**src/rtl/alarm_pkg.sv**
```systemverilog
package alarm_pkg;
  localparam int DW     = 8;
  localparam int AW     = 4;
  localparam int NFIELD = 4;

  localparam logic [AW-1:0] ADR_FLAGS    = 4'h0;
  localparam logic [AW-1:0] ADR_ALM_BASE = 4'h2;
  localparam logic [AW-1:0] ADR_INTEN    = 4'h6;

  localparam int MASK_BIT = 7;
  localparam int AE_BIT   = 7;
  localparam int ABE_BIT  = 5;
  localparam int WF_BIT   = 7;
  localparam int AF_BIT   = 6;
  localparam int BLF_BIT  = 4;

  // field 0 seconds, 1 minutes, 2 hours, 3 date
  function automatic int field_w(int idx);
    return (idx < 2) ? 7 : 6;
  endfunction

  function automatic int field_lsb(int idx);
    int sum;
    sum = 0;
    for (int k = 0; k < idx; k++) sum += field_w(k);
    return sum;
  endfunction

  localparam int CMP_W = field_lsb(NFIELD);
endpackage

```
**src/rtl/alarm_regs.sv**
```systemverilog
module alarm_regs
  import alarm_pkg::*;
(
  input  logic                         clk,
  input  logic                         rst_n,
  input  logic                         power_good,
  input  logic                         acc_sel,
  input  logic                         acc_wr,
  input  logic [AW-1:0]                acc_addr,
  input  logic [DW-1:0]                acc_wdata,
  output logic [NFIELD-1:0][DW-1:0]    alarm_q,
  output logic [DW-1:0]                inten_q
);
  logic                      power_q;
  logic                      pwr_rise;
  logic                      wr_en;
  logic [NFIELD-1:0][DW-1:0] alarm_n;
  logic [DW-1:0]             inten_n;

  always_comb begin
    wr_en    = acc_sel & acc_wr;
    pwr_rise = power_good & ~power_q;
    alarm_n  = alarm_q;
    for (int i = 0; i < NFIELD; i++) begin
      if (wr_en && (acc_addr == ADR_ALM_BASE + AW'(i))) alarm_n[i] = acc_wdata;
    end
    inten_n = inten_q;
    if (wr_en && (acc_addr == ADR_INTEN)) inten_n = acc_wdata;
    if (pwr_rise) begin
      inten_n[AE_BIT]  = 1'b0;
      inten_n[ABE_BIT] = 1'b0;
    end
  end

  always_ff @(posedge clk or negedge rst_n) begin
    if (!rst_n) begin
      power_q <= 1'b0;
      alarm_q <= '0;
      inten_q <= '0;
    end else begin
      power_q <= power_good;
      alarm_q <= alarm_n;
      inten_q <= inten_n;
    end
  end

  // enables are gone after power returns
  a_r7_powerup_clears_enables: assert property (@(posedge clk) disable iff (!rst_n)
    $rose(power_good) |=> (!inten_q[AE_BIT] && !inten_q[ABE_BIT]));
endmodule

```
**src/rtl/alarm_match.sv**
```systemverilog
module alarm_match
  import alarm_pkg::*;
(
  input  logic [NFIELD-1:0] mask,
  input  logic [CMP_W-1:0]  alarm_cmp,
  input  logic [CMP_W-1:0]  time_cmp,
  output logic              hit
);
  logic [NFIELD-1:0] eq;
  logic [NFIELD-1:0] ordered;

  for (genvar i = 0; i < NFIELD; i++) begin : g_field
    localparam int FW  = field_w(i);
    localparam int LSB = field_lsb(i);
    assign eq[i] = (alarm_cmp[LSB +: FW] == time_cmp[LSB +: FW]);
    // legal masks are thermometer codes: a cleared bit forces all lower bits clear
    if (i == 0) begin : g_first
      assign ordered[i] = 1'b1;
    end else begin : g_rest
      assign ordered[i] = ~mask[i-1] | mask[i];
    end
  end

  always_comb begin
    if (&ordered) hit = &(eq | mask);
    else          hit = 1'b1;
  end
endmodule

```
**src/rtl/alarm_irq.sv**
```systemverilog
module alarm_irq (
  input  logic clk,
  input  logic rst_n,
  input  logic sec_tick,
  input  logic hit,
  input  logic power_good,
  input  logic ae,
  input  logic abe,
  input  logic flag_sel,
  output logic af_q,
  output logic irq_drive
);
  logic flag_q;
  logic af_n;

  always_comb begin
    af_n = af_q;
    if (flag_q && !flag_sel) af_n = 1'b0;
    if (sec_tick && hit)     af_n = 1'b1;
  end

  always_ff @(posedge clk or negedge rst_n) begin
    if (!rst_n) begin
      af_q   <= 1'b0;
      flag_q <= 1'b0;
    end else begin
      af_q   <= af_n;
      flag_q <= flag_sel;
    end
  end

  assign irq_drive = af_q & ae & (power_good | abe) & ~(flag_sel | flag_q);

  // flag only rises after a tick
  a_r4_af_only_on_tick: assert property (@(posedge clk) disable iff (!rst_n)
    $rose(af_q) |-> $past(sec_tick));
  // pin needs the flag and the enable
  a_r5_irq_needs_ae: assert property (@(posedge clk) disable iff (!rst_n)
    irq_drive |-> (af_q && ae));
  // backup operation also needs the backup enable
  a_r6_backup_needs_abe: assert property (@(posedge clk) disable iff (!rst_n)
    (irq_drive && !power_good) |-> abe);
  // released during a flags access
  a_r9_release_in_access: assert property (@(posedge clk) disable iff (!rst_n)
    flag_sel |-> !irq_drive);
  // flag cleared once the access has ended
  a_r9_clear_after_access: assert property (@(posedge clk) disable iff (!rst_n)
    (flag_q && !flag_sel && !sec_tick) |=> !af_q);
endmodule

```
**src/rtl/alarm_irq_ctrl.sv**
```systemverilog
module alarm_irq_ctrl
  import alarm_pkg::*;
(
  input  logic                    clk,
  input  logic                    rst_n,
  input  logic                    sec_tick,
  input  logic [field_w(0)-1:0]   tm_sec,
  input  logic [field_w(1)-1:0]   tm_min,
  input  logic [field_w(2)-1:0]   tm_hour,
  input  logic [field_w(3)-1:0]   tm_date,
  input  logic                    power_good,
  input  logic                    wdog_flag,
  input  logic                    batt_low,
  input  logic                    acc_sel,
  input  logic                    acc_wr,
  input  logic [AW-1:0]           acc_addr,
  input  logic [DW-1:0]           acc_wdata,
  output logic [DW-1:0]           acc_rdata,
  output logic                    irq_drive
);
  logic [NFIELD-1:0][DW-1:0] alarm_q;
  logic [DW-1:0]             inten_q;
  logic [NFIELD-1:0]         mask;
  logic [CMP_W-1:0]          alarm_cmp;
  logic [CMP_W-1:0]          time_cmp;
  logic                      hit;
  logic                      af_q;
  logic                      flag_sel;

  alarm_regs i_regs (
    .clk        (clk),
    .rst_n      (rst_n),
    .power_good (power_good),
    .acc_sel    (acc_sel),
    .acc_wr     (acc_wr),
    .acc_addr   (acc_addr),
    .acc_wdata  (acc_wdata),
    .alarm_q    (alarm_q),
    .inten_q    (inten_q)
  );

  for (genvar i = 0; i < NFIELD; i++) begin : g_pack
    localparam int FW  = field_w(i);
    localparam int LSB = field_lsb(i);
    assign alarm_cmp[LSB +: FW] = alarm_q[i][FW-1:0];
    assign mask[i]              = alarm_q[i][MASK_BIT];
  end
  assign time_cmp = {tm_date, tm_hour, tm_min, tm_sec};

  alarm_match i_match (
    .mask      (mask),
    .alarm_cmp (alarm_cmp),
    .time_cmp  (time_cmp),
    .hit       (hit)
  );

  assign flag_sel = acc_sel & (acc_addr == ADR_FLAGS);

  alarm_irq i_irq (
    .clk        (clk),
    .rst_n      (rst_n),
    .sec_tick   (sec_tick),
    .hit        (hit),
    .power_good (power_good),
    .ae         (inten_q[AE_BIT]),
    .abe        (inten_q[ABE_BIT]),
    .flag_sel   (flag_sel),
    .af_q       (af_q),
    .irq_drive  (irq_drive)
  );

  always_comb begin
    acc_rdata = '0;
    if (acc_addr == ADR_FLAGS) begin
      acc_rdata[WF_BIT]  = wdog_flag;
      acc_rdata[AF_BIT]  = af_q;
      acc_rdata[BLF_BIT] = batt_low;
    end
    if (acc_addr == ADR_INTEN) acc_rdata = inten_q;
    for (int i = 0; i < NFIELD; i++) begin
      if (acc_addr == ADR_ALM_BASE + AW'(i)) acc_rdata = alarm_q[i];
    end
  end
endmodule

```
**config.mk**
```make
export PLATFORM = sky130hd
export DESIGN_NAME = alarm_irq_ctrl
export DESIGN_NICKNAME = d
export VERILOG_FILES = /design/src/rtl/alarm_pkg.sv /design/src/rtl/alarm_regs.sv /design/src/rtl/alarm_match.sv /design/src/rtl/alarm_irq.sv /design/src/rtl/alarm_irq_ctrl.sv
export SDC_FILE = /design/constraint.sdc
export NUM_CORES = 1
export LEC_CHECK = 0
export BUFFER_PORTS_ARGS = -buffer_cell sky130_fd_sc_hd__buf_2
export CORE_AREA = 2 2 94 96
export DETAILED_ROUTE_END_ITERATION = 10
export DIE_AREA = 0 0 96 98
export GPL_ROUTABILITY_DRIVEN = 0
export GPL_TIMING_DRIVEN = 0
export HOLD_SLACK_MARGIN = 0.1
export PLACE_DENSITY = 0.56
export RECOVER_POWER = 100
export SYNTH_ARGS = -nofsm -noshare
export SYNTH_HDL_FRONTEND = slang
export SYNTH_HIERARCHICAL = 1
export SYNTH_SLANG_ARGS = --single-unit
export TNS_END_PERCENT = 20
```
**constraint.sdc**
```tcl
create_clock -name clk -period 1.3 [get_ports clk]
set_input_delay 0.065 -clock clk [delete_from_list [all_inputs] [get_ports clk]]
set_output_delay 0.065 -clock clk [all_outputs]
set_load 0.02 [all_outputs]
```
==> run metrics, run 1 <==
Clock Path Buffers 2; critical path peak fanout 3; Arr. time, crit path 1.79 ns; root buf cell clkbuf_8; cell count after placement around 390; critical setup path kind reg2reg; diode count 0; final hold violation count 0; drt via density 4.86; family with the most delay on the worst path simple AND/OR/NAND/NOR gates; CP required 1.54 ns; final worst slack -0.255 ns; fmax 643 MHz; Synth Instances 224; row count 34; top cells by area, synth dfrtp_1 (44%), mux2_2 (15%), xnor2_1 (5.7%); RSZ-0062 raised after global routing true; Seq cells post-synth 43; Crit. End Element flop; reg2reg start i_regs/alarm_q[10]; Post-Route WL 6.69 mm; Clock Skews 0.00958 ns; Worst-Margin Slew 0.609 ns; Mean Syn Cell Area between 10 and 15 um^2; most frequent cells in the layout buf_2 (45), dfrtp_1 (43), mux2_2 (32); max incr delay on CP 0.42 ns; Initial Utilization 29.0%; post-synth top area share between 40% and 50%; I/O Buffers 54; CTS tree built; TNS Setup -1.48 ns; Synth Warn # 6; failing checks negative setup slack; crit path launch i_regs/alarm_q[10]; Clock Sinks 43; worst skew pair latency 0.30 ns; HPWL after DPL 4.88 mm; Synth area leader dfrtp_1; final setup fails 11; Worst Hold Class in2reg; register area share after synthesis roughly 44%; I/O pins 55; Area Overhead vs Synth 30.6%; H-Tree Depth 2; Die Span X about 96 um; Max Cap Violations 0; first-pass GRT wire length 10.4 mm; fin. max-slew vios 0; DR vias 1,976; post-route ant nets 0; Max-slew headroom 59.4%; total CTS buffers 5; Die Footprint 9410 um^2; Hold Worst Slack 0.280 ns; Max VDD drop 0.392 mV; GR Overflow Total 0; CP Launch Type flop; synthesized area 2460 um^2; DR DRC count 0; all-layer global routing usage 14.7%; crit share post-route 120%; leakage 1.41 nW; CP bufs+invs 0; outcome complete, but fails checks; synthesized net count between 200 and 300; Crit-path slowest cell dfrtp_1; fin nets 345; CP Cell Sequence xnor2_1 -> nand4_1 -> nor4_4 -> o22ai_1 -> o21ai_2 -> a22o_1; P per Cell Area 1110 nW/um^2; Util after Layout 37.9%; Chip Height 98 um; Core Box Area 8470 um^2; First DRT Iteration DRCs 69; Distinct cells, synth 32; initial antenna violation count 0; filler-free cell count of the finished design between 400 and 500; worst hold start acc_sel; min Tclk post-route about 1.6 ns; largest net degree at the start of global routing 44; most common cell after layout, fill and taps aside buf_2; TritonRoute pass-1 iters 4; number of global-route vias before repair 1,996; post-detailed-route wirelength per cell about 16 um; Worst-path clk slew 0.08 ns; layout cells sized above 1 about 44%
flip-flops by register name (all words and copies together) (netlist names):
register,cells
i_regs/inten_q,8
i_irq/af_q,1
i_regs/power_q,1
i_irq/flag_q,1
i_regs/alarm_q,32
cells in the mapped netlist, drive strengths merged:
cell and number:
a21boi 3, a21oi 14, a22o 1, a32o 3, and2 1, and3b 2, and4b 1, buf 7
dfrtp 43, inv 15, mux2 38, mux2i 2, nand2 8, nand2b 3, nand3 5, nand4 6
nor2 7, nor2b 1, nor3 7, nor3b 4, nor4 4, o21ai 14, o221ai 3, o22ai 6
xnor2 16, xor2 10
worst paths after layout:
path	to	slack, ns	cells past startpoint
hold / removal	i_irq/af_q	0.28	4
min in group asynchronous	i_regs/inten_q[4]	0.34	2
hold reg to reg	i_regs/alarm_q[30]	0.52	1
max in group asynchronous	i_regs/inten_q[6]	0.56	2
setup reg to reg	i_irq/af_q	-0.26	6
setup / recovery	i_irq/af_q	-0.26	6
stage by stage:
step	power (mW)	worst slack (ns)	instance area, um^2
after detailed placement	2.64	-0.385	2860
final	3.57	-0.255	3210
after floorplan	2.33	0.112	2460
after global placement	2.62	-0.396	2860
after global routing	3.79	-0.421	3210
after CTS	3.54	-0.283	3120
area by class of cell:
cell class	instances	area, um^2
clock buffer	5	68.8
buffer	7	58.8
inverter	15	56.3
fill	856	5260
tap	108	135
sequential	43	1080
clock inverter	2	13.8
multi-input combinational	159	1380
timing repair buffer	68	424
cell families after synthesis:
logic type / Yosys count / synth area share [%]
simple gates: 49 / 12.7
flops: 43 / 43.8
mux: 40 / 19.1
buf+inv: 22 / 4.33
compound gates: 44 / 10.8
xor+xnor: 26 / 9.26
per-layer routing:
metal  global-route usage (%)  wire length [um]  vias to the layer above
met5                        0                 0                        -
met4                     4.29                75                        0
met3                     3.01               286                       10
met2                     23.2              3320                       46
met1                     20.0              3000                      965
li1                         -                 -                      955
worst min-delay path, stage by stage:
cell	delay [ns]
buf_2	0.12
and2_4	0.15
nand2b_1	0.09
a22o_1	0.11
timing repair:
item | CTS | global route
setup endpoints to repair | 10 | 48
hold endpoints to repair | 75 | 1
pin swaps | 5 | 14
hold buffers | 11 | 1
buffers inserted | 0 | 2
resized for setup | 20 | 22
report_power, final:
group / internal (mW) / switching [mW] / leakage [nW]
registers: 1.58 / 0.229 / 0.548
logic: 0.512 / 0.412 / 0.819
clock network: 0.368 / 0.475 / 0.0440
No activity file was read; power rests on OpenSTA's default activity.
==> run 2, diff against run 1 <==
- CTS_BUF_LIST: not set -> sky130_fd_sc_hd__clkbuf_2
==> run 2 against run 1 <==
The flow still finishes with violations (negative setup slack). Critical path depth is the same. Non-clock buffer count is 6 higher. Sequential share of layout area rose by 0.87 points. Sequential power hardly changed. Core utilization fell by 0.96 points. Register-to-register slack lost 0.07 ns. Sequential cell count stayed put. First-iteration DRC count up 7.2%. Cell count grew 1.5%. Critical endpoint unchanged. Largest power group unchanged.
==> run metrics, run 2 (synthesis gave the netlist of run 1 again) <==
RSZ-0062 raised after global routing true; placed cell area 2860 um^2; max reg flops 32; total CTS buffers 5; filler instances 888; H-Tree Depth 2; Hold Worst Slack 0.206 ns; diode count 0; TNS Setup -2.64 ns; final worst slack -0.326 ns; initial antenna violation count 0; area occupied by multi-input gates 1310 um^2; Hold Path Sink i_irq/af_q; layout cells sized above 1 between 40% and 50%; max incr delay on CP 0.47 ns; Die Footprint 9410 um^2; root buf cell clkbuf_2; cell count after placement 386; CTS tree built; most frequent cells in the layout buf_2 (47), dfrtp_1 (43), mux2_2 (32); drt via density 4.87; Arr. time, crit path 1.97 ns; critical path peak fanout 3; Util after Layout 37.0%; Register Area 1080 um^2; fin. max-slew vios 0; post-route cell area approximately 3100 um^2; fin nets roughly 350; all-layer global routing usage 14.7%; worst skew pair latency 0.40 ns; most common cell after layout, fill and taps aside buf_2; Crit-path slowest cell dfrtp_1; Crit. End Element flop; failing checks negative setup slack; leakage about 1.4 nW; R2R depth 6; GR Overflow Total 0; HPWL after DPL 4.88 mm; hold path depth 4; First DRT Iteration DRCs between 70 and 80; Die Span X 96 um; Chip Height slightly below 100 um; first-pass GRT wire length 10.5 mm; I/O pins 55; min Tclk post-route 1.63 ns; R2R Setup Slk -0.33 ns; outcome complete, but fails checks; TritonRoute pass-1 iters 4; Core Box Area 8470 um^2; family with the most delay on the worst path simple AND/OR/NAND/NOR gates; DR DRC count 0; number of global-route vias before repair 2,040; Initial Utilization 29.0%; final setup fails 10; Max VDD drop 0.330 mV; CP required around 1.7 ns; Clock Sinks 43; Post-Route WL 6.62 mm; final hold violation count 0; filler-free cell count of the finished design 413; CP bufs+invs 0; I/O Buffers 54; largest net degree at the start of global routing 44; post-detailed-route wirelength per cell approximately 16 um; row count 34; crit share post-route 125%; Worst-Margin Slew 1.09 ns; worst hold start acc_sel; post-route ant nets 0; r2r endpoint i_irq/af_q; DR vias slightly above 2,000; Worst-path clk slew 0.22 ns; fmax 615 MHz; Largest Register i_regs/alarm_q; Clock Path Buffers 2; reg2reg start i_regs/alarm_q[10]; Worst Hold Class in2reg; CP Cell Sequence xnor2_1 -> nand4_1 -> nor4_4 -> o22ai_1 -> o21ai_2 -> a22o_1; CP Launch Type flop; Max Cap Violations 0; biggest regs i_regs/alarm_q x32, i_regs/inten_q x8; P per Cell Area 1050 nW/um^2; Clock Skews 0.0137 ns; Area Overhead vs Synth 27.3%; Max-slew headroom 27.7%; critical setup path kind reg2reg
[run 2: layout make-up]
cell class / instances / share of cell area (%)
inverter: 15 / 1.80
sequential: 43 / 34.4
timing repair buffer: 74 / 14.8
multi-input combinational: 159 / 42.0
buffer: 7 / 1.48
clock inverter: 2 / 0.440
tap: 108 / 4.32
clock buffer: 5 / 0.800
[run 2: how the worst max path moves through the flow]
stage                                   from           end  slack, ns  cells past startpoint
after detailed placement  i_regs/alarm_q[10]    i_irq/af_q      -0.38                      6
after CTS                         i_irq/af_q  acc_rdata[6]      -0.32                      4
final                     i_regs/alarm_q[10]    i_irq/af_q      -0.33                      6
after global routing      i_regs/alarm_q[14]    i_irq/af_q      -0.47                      6
after floorplan                  acc_addr[0]     irq_drive       0.11                      5
after global placement    i_regs/alarm_q[12]    i_irq/af_q      -0.40                      6
[run 2: timing repair]
action                                  CTS  global route
hold buffers                             12             0
endpoints found under the setup margin   10            11
resized for setup                        17            11
pin swaps                                 5             4
hold endpoints to repair                 86             0
setup buffers                             7             1
[run 2: per-stage QoR]
| step | setup slack, ns | power (mW) |
|---|---|---|
| after floorplan | 0.112 | 2.33 |
| after global placement | -0.396 | 2.62 |
| after detailed placement | -0.385 | 2.64 |
| after CTS | -0.324 | 3.32 |
| after global routing | -0.474 | 3.50 |
| final | -0.326 | 3.28 |
[run 2: where the power goes]
part           internal [mW]  switching [mW]
clock network          0.123           0.441
registers               1.57           0.211
logic                  0.514           0.418
total                   2.21            1.07
[run 2: worst register-to-register path, delay by kind of cell (launching register included)]
| family | cells | cell delay [ns] |
|---|---|---|
| flip-flops | 1 | 0.47 |
| XOR/XNOR | 1 | 0.15 |
| AO/OA/AOI/OAI | 3 | 0.45 |
| AND/OR/NAND/NOR | 2 | 0.51 |
[run 2: metal layers]
metal	vias up	global-route usage [%]	wire length [um]
met5	-	0	0
met4	0	3.96	94
met3	9	3.32	251
met2	41	23.6	3310
met1	996	19.9	2970
li1	965	-	-
==> run 3, diff against run 2 <==
- ABC_AREA: not set -> 1
- CORE_AREA: 2 2 94 96 -> 2 2 101 103
- DIE_AREA: 0 0 96 98 -> 0 0 103 105
- PLACE_DENSITY: 0.56 -> 0.55
==> run 3 against run 2 <==
The flow still finishes with violations (negative setup slack). Non-clock buffer count increased by 5. Worst hold slack got worse by 0.051 ns. Count of clock-buffer cells in the layout up 1. Power increased by 15%. Clock power up 75%. Design area increased by 15%. Synthesized area up 15%. Clock skew fell by 0.0017 ns.
==> run metrics, run 3 <==
register area share after synthesis between 30% and 40%; DR DRC count 0; First DRT Iteration DRCs 119; RSZ-0062 raised after global routing true; worst skew pair latency 0.40 ns; Max Cap Violations 0; crit path launch i_irq/af_q; TritonRoute pass-1 iters 4; DR vias 2,863; biggest regs i_regs/alarm_q x32, i_regs/inten_q x8; diode count 0; max incr delay on CP 0.43 ns; Max VDD drop 0.732 mV; most common cell after layout, fill and taps aside nand2_1; Worst-Margin Slew 1.11 ns; P per Cell Area ~1100 nW/um^2; Most used DFF post-synth dfrtp_1; fin. max-slew vios 0; root buf cell clkbuf_2; max reg flops 32; top cells by area, synth dfrtp_1 (38%), nand2_1 (21%), inv_1 (9.6%); first-pass GRT wire length around 13 mm; most frequent cells in the layout nand2_1 (159), inv_1 (73), buf_2 (49); Synth area leader dfrtp_1; CTS tree built; worst hold start acc_addr[0]; Initial Utilization 29.3%; TNS Setup -1.41 ns; I/O Buffers 54; Worst-path clk slew between 0.2 and 0.25 ns; critical setup path kind reg2out; Max-slew headroom a little over a quarter; I/O pins 55; final worst slack -0.167 ns; fmax 682 MHz; Area Overhead vs Synth 27.0%; Clock Path Buffers 2; min Tclk post-route 1.47 ns; post-detailed-route wirelength per cell 12.1 um; cell count after placement slightly above 600; leakage 2.04 nW; power consumption 3.78 mW; filler instances 1,055; filler-free cell count of the finished design 643; post-synth top area share 38.1%; Synth Warn # 6; Distinct cells, synth 25; Synth Instances around 420; Worst Hold Class in2reg; Mean Syn Cell Area 6.68 um^2; outcome complete, but fails checks; number of global-route vias before repair 2,695; crit share post-route 113%; layout cells sized above 1 a little under a quarter; synthesized area ~2800 um^2; synthesized net count 469; Register Area 1080 um^2; Die Span X 103 um; Post-Route WL 7.80 mm; CP most frequent cell nand3_1; critical path peak fanout 2; all-layer global routing usage between 10% and 20%; post-route ant nets 0; Die Footprint ~11,000 um^2; drt via density 4.45; reg2reg start i_regs/alarm_q[13]; row count 36; Chip Height 105 um; largest net degree at the start of global routing 44; Post-synth EDFFs 0; Seq cells post-synth 43; area occupied by multi-input gates approximately 1400 um^2; GR Overflow Total 0; final setup fails 12; fin nets 555; asr flop ratio synth 100%; CP Cell Sequence nand3_1 -> nand3_1 -> nor2_2 -> nand3_1 -> buf_2; pre-CTS setup slack -0.109 ns; Clock Sinks 43; Crit-path slowest cell dfrtp_1; HPWL after DPL 5.90 mm; H-Tree Depth 2; Clock Skews 0.0120 ns; failing checks negative setup slack; CP Launch Type flop; Core Box Area 9640 um^2; Largest Register i_regs/alarm_q; final hold violation count 0; Hold Worst Slack 0.155 ns; leading cell type by number of instances after synthesis nand2_1; Arr. time, crit path 1.40 ns; CP required between 1 and 1.5 ns; total CTS buffers 5; R2R depth 10; Synth top cells by count nand2_1 (157), inv_1 (72), nand3_1 (54); initial antenna violation count 0; Crit. End Element output port; hold path depth 4
[run 3: cell types whose count changed in the layout (fill, tap and decap cells not counted), moves of 7 or more]
cell,before,now
xor2_1,10,1
nor3_1,7,0
nor2_2,0,9
inv_1,14,73
nor2_1,7,36
a21oi_2,8,0
o21ai_2,1,12
nand3_2,1,8
nand3_1,4,48
nand2_1,8,159
xnor2_1,16,1
mux2_2,32,0
[run 3: cell families (layout without fill, tap and decap cells)]
group	count (synthesis)	in the layout	share of synthesized area, %
AND/OR/NAND/NOR	269	269	41.9
buffers and inverters	82	169	12.2
flip-flops	43	43	38.1
AO/OA/AOI/OAI	27	27	7.21
XOR/XNOR	2	2	0.620
[run 3: layer usage]
metal	global-route usage (%)	vias up	part of all wire, %
met5	0	-	0
met4	3.01	0	0.92
met3	2.54	8	6.7
met2	24.0	84	45
met1	21.9	1307	47
li1	-	1464	-
[run 3: power breakdown]
| group | total (mW) | leakage, nW | switching [mW] | internal [mW] |
|---|---|---|---|---|
| clock | 0.987 | 0.0532 | 0.461 | 0.526 |
| sequential | 1.76 | 0.555 | 0.201 | 1.56 |
| combinational | 1.03 | 1.43 | 0.571 | 0.455 |
| total | 3.78 | 2.04 | 1.23 | 2.55 |
[run 3: area by class of cell]
| class | instances | area share, % |
|---|---|---|
| Buffer | 7 | 1.74 |
| Clock buffer | 6 | 0.836 |
| Clock inverter | 2 | 1.67 |
| Inverter | 75 | 7.84 |
| Multi-Input combinational cell | 298 | 39.0 |
| Sequential cell | 43 | 30.0 |
| Tap cell | 133 | 4.63 |
| Timing Repair Buffer | 79 | 14.3 |
[run 3: critical path, delay by kind of cell (launching register included)]
| family | cells | cell delay (ns) |
|---|---|---|
| buf+inv | 1 | 0.17 |
| flops | 1 | 0.43 |
| simple gates | 4 | 0.42 |
[run 3: repair_timing]
action / CTS / global route
hold buffers: 15 / 0
setup endpoints to repair: 10 / 10
hold endpoints to repair: 86 / 0
resized for setup: 9 / 12
buffers inserted: 8 / 2
pin swaps: 4 / 9
[run 3: stage by stage]
stage | instance area, um^2 | utilization (%)
final | 3590 | 37.3
after global routing | 3590 | 37.3
after CTS | 3590 | 37.3
after detailed placement | 3260 | 33.9
after global placement | 3260 | 33.9
after floorplan | 2830 | -
[run 3: path summary, 6_finish.rpt]
path	to	slack [ns]
max	acc_rdata[6]	-0.17
min	i_regs/inten_q[5]	0.16
max reg2reg	i_irq/af_q	-0.13
min reg2reg	i_regs/alarm_q[22]	0.51
max in group asynchronous	i_regs/alarm_q[15]	0.21
min in group asynchronous	i_regs/alarm_q[20]	0.36
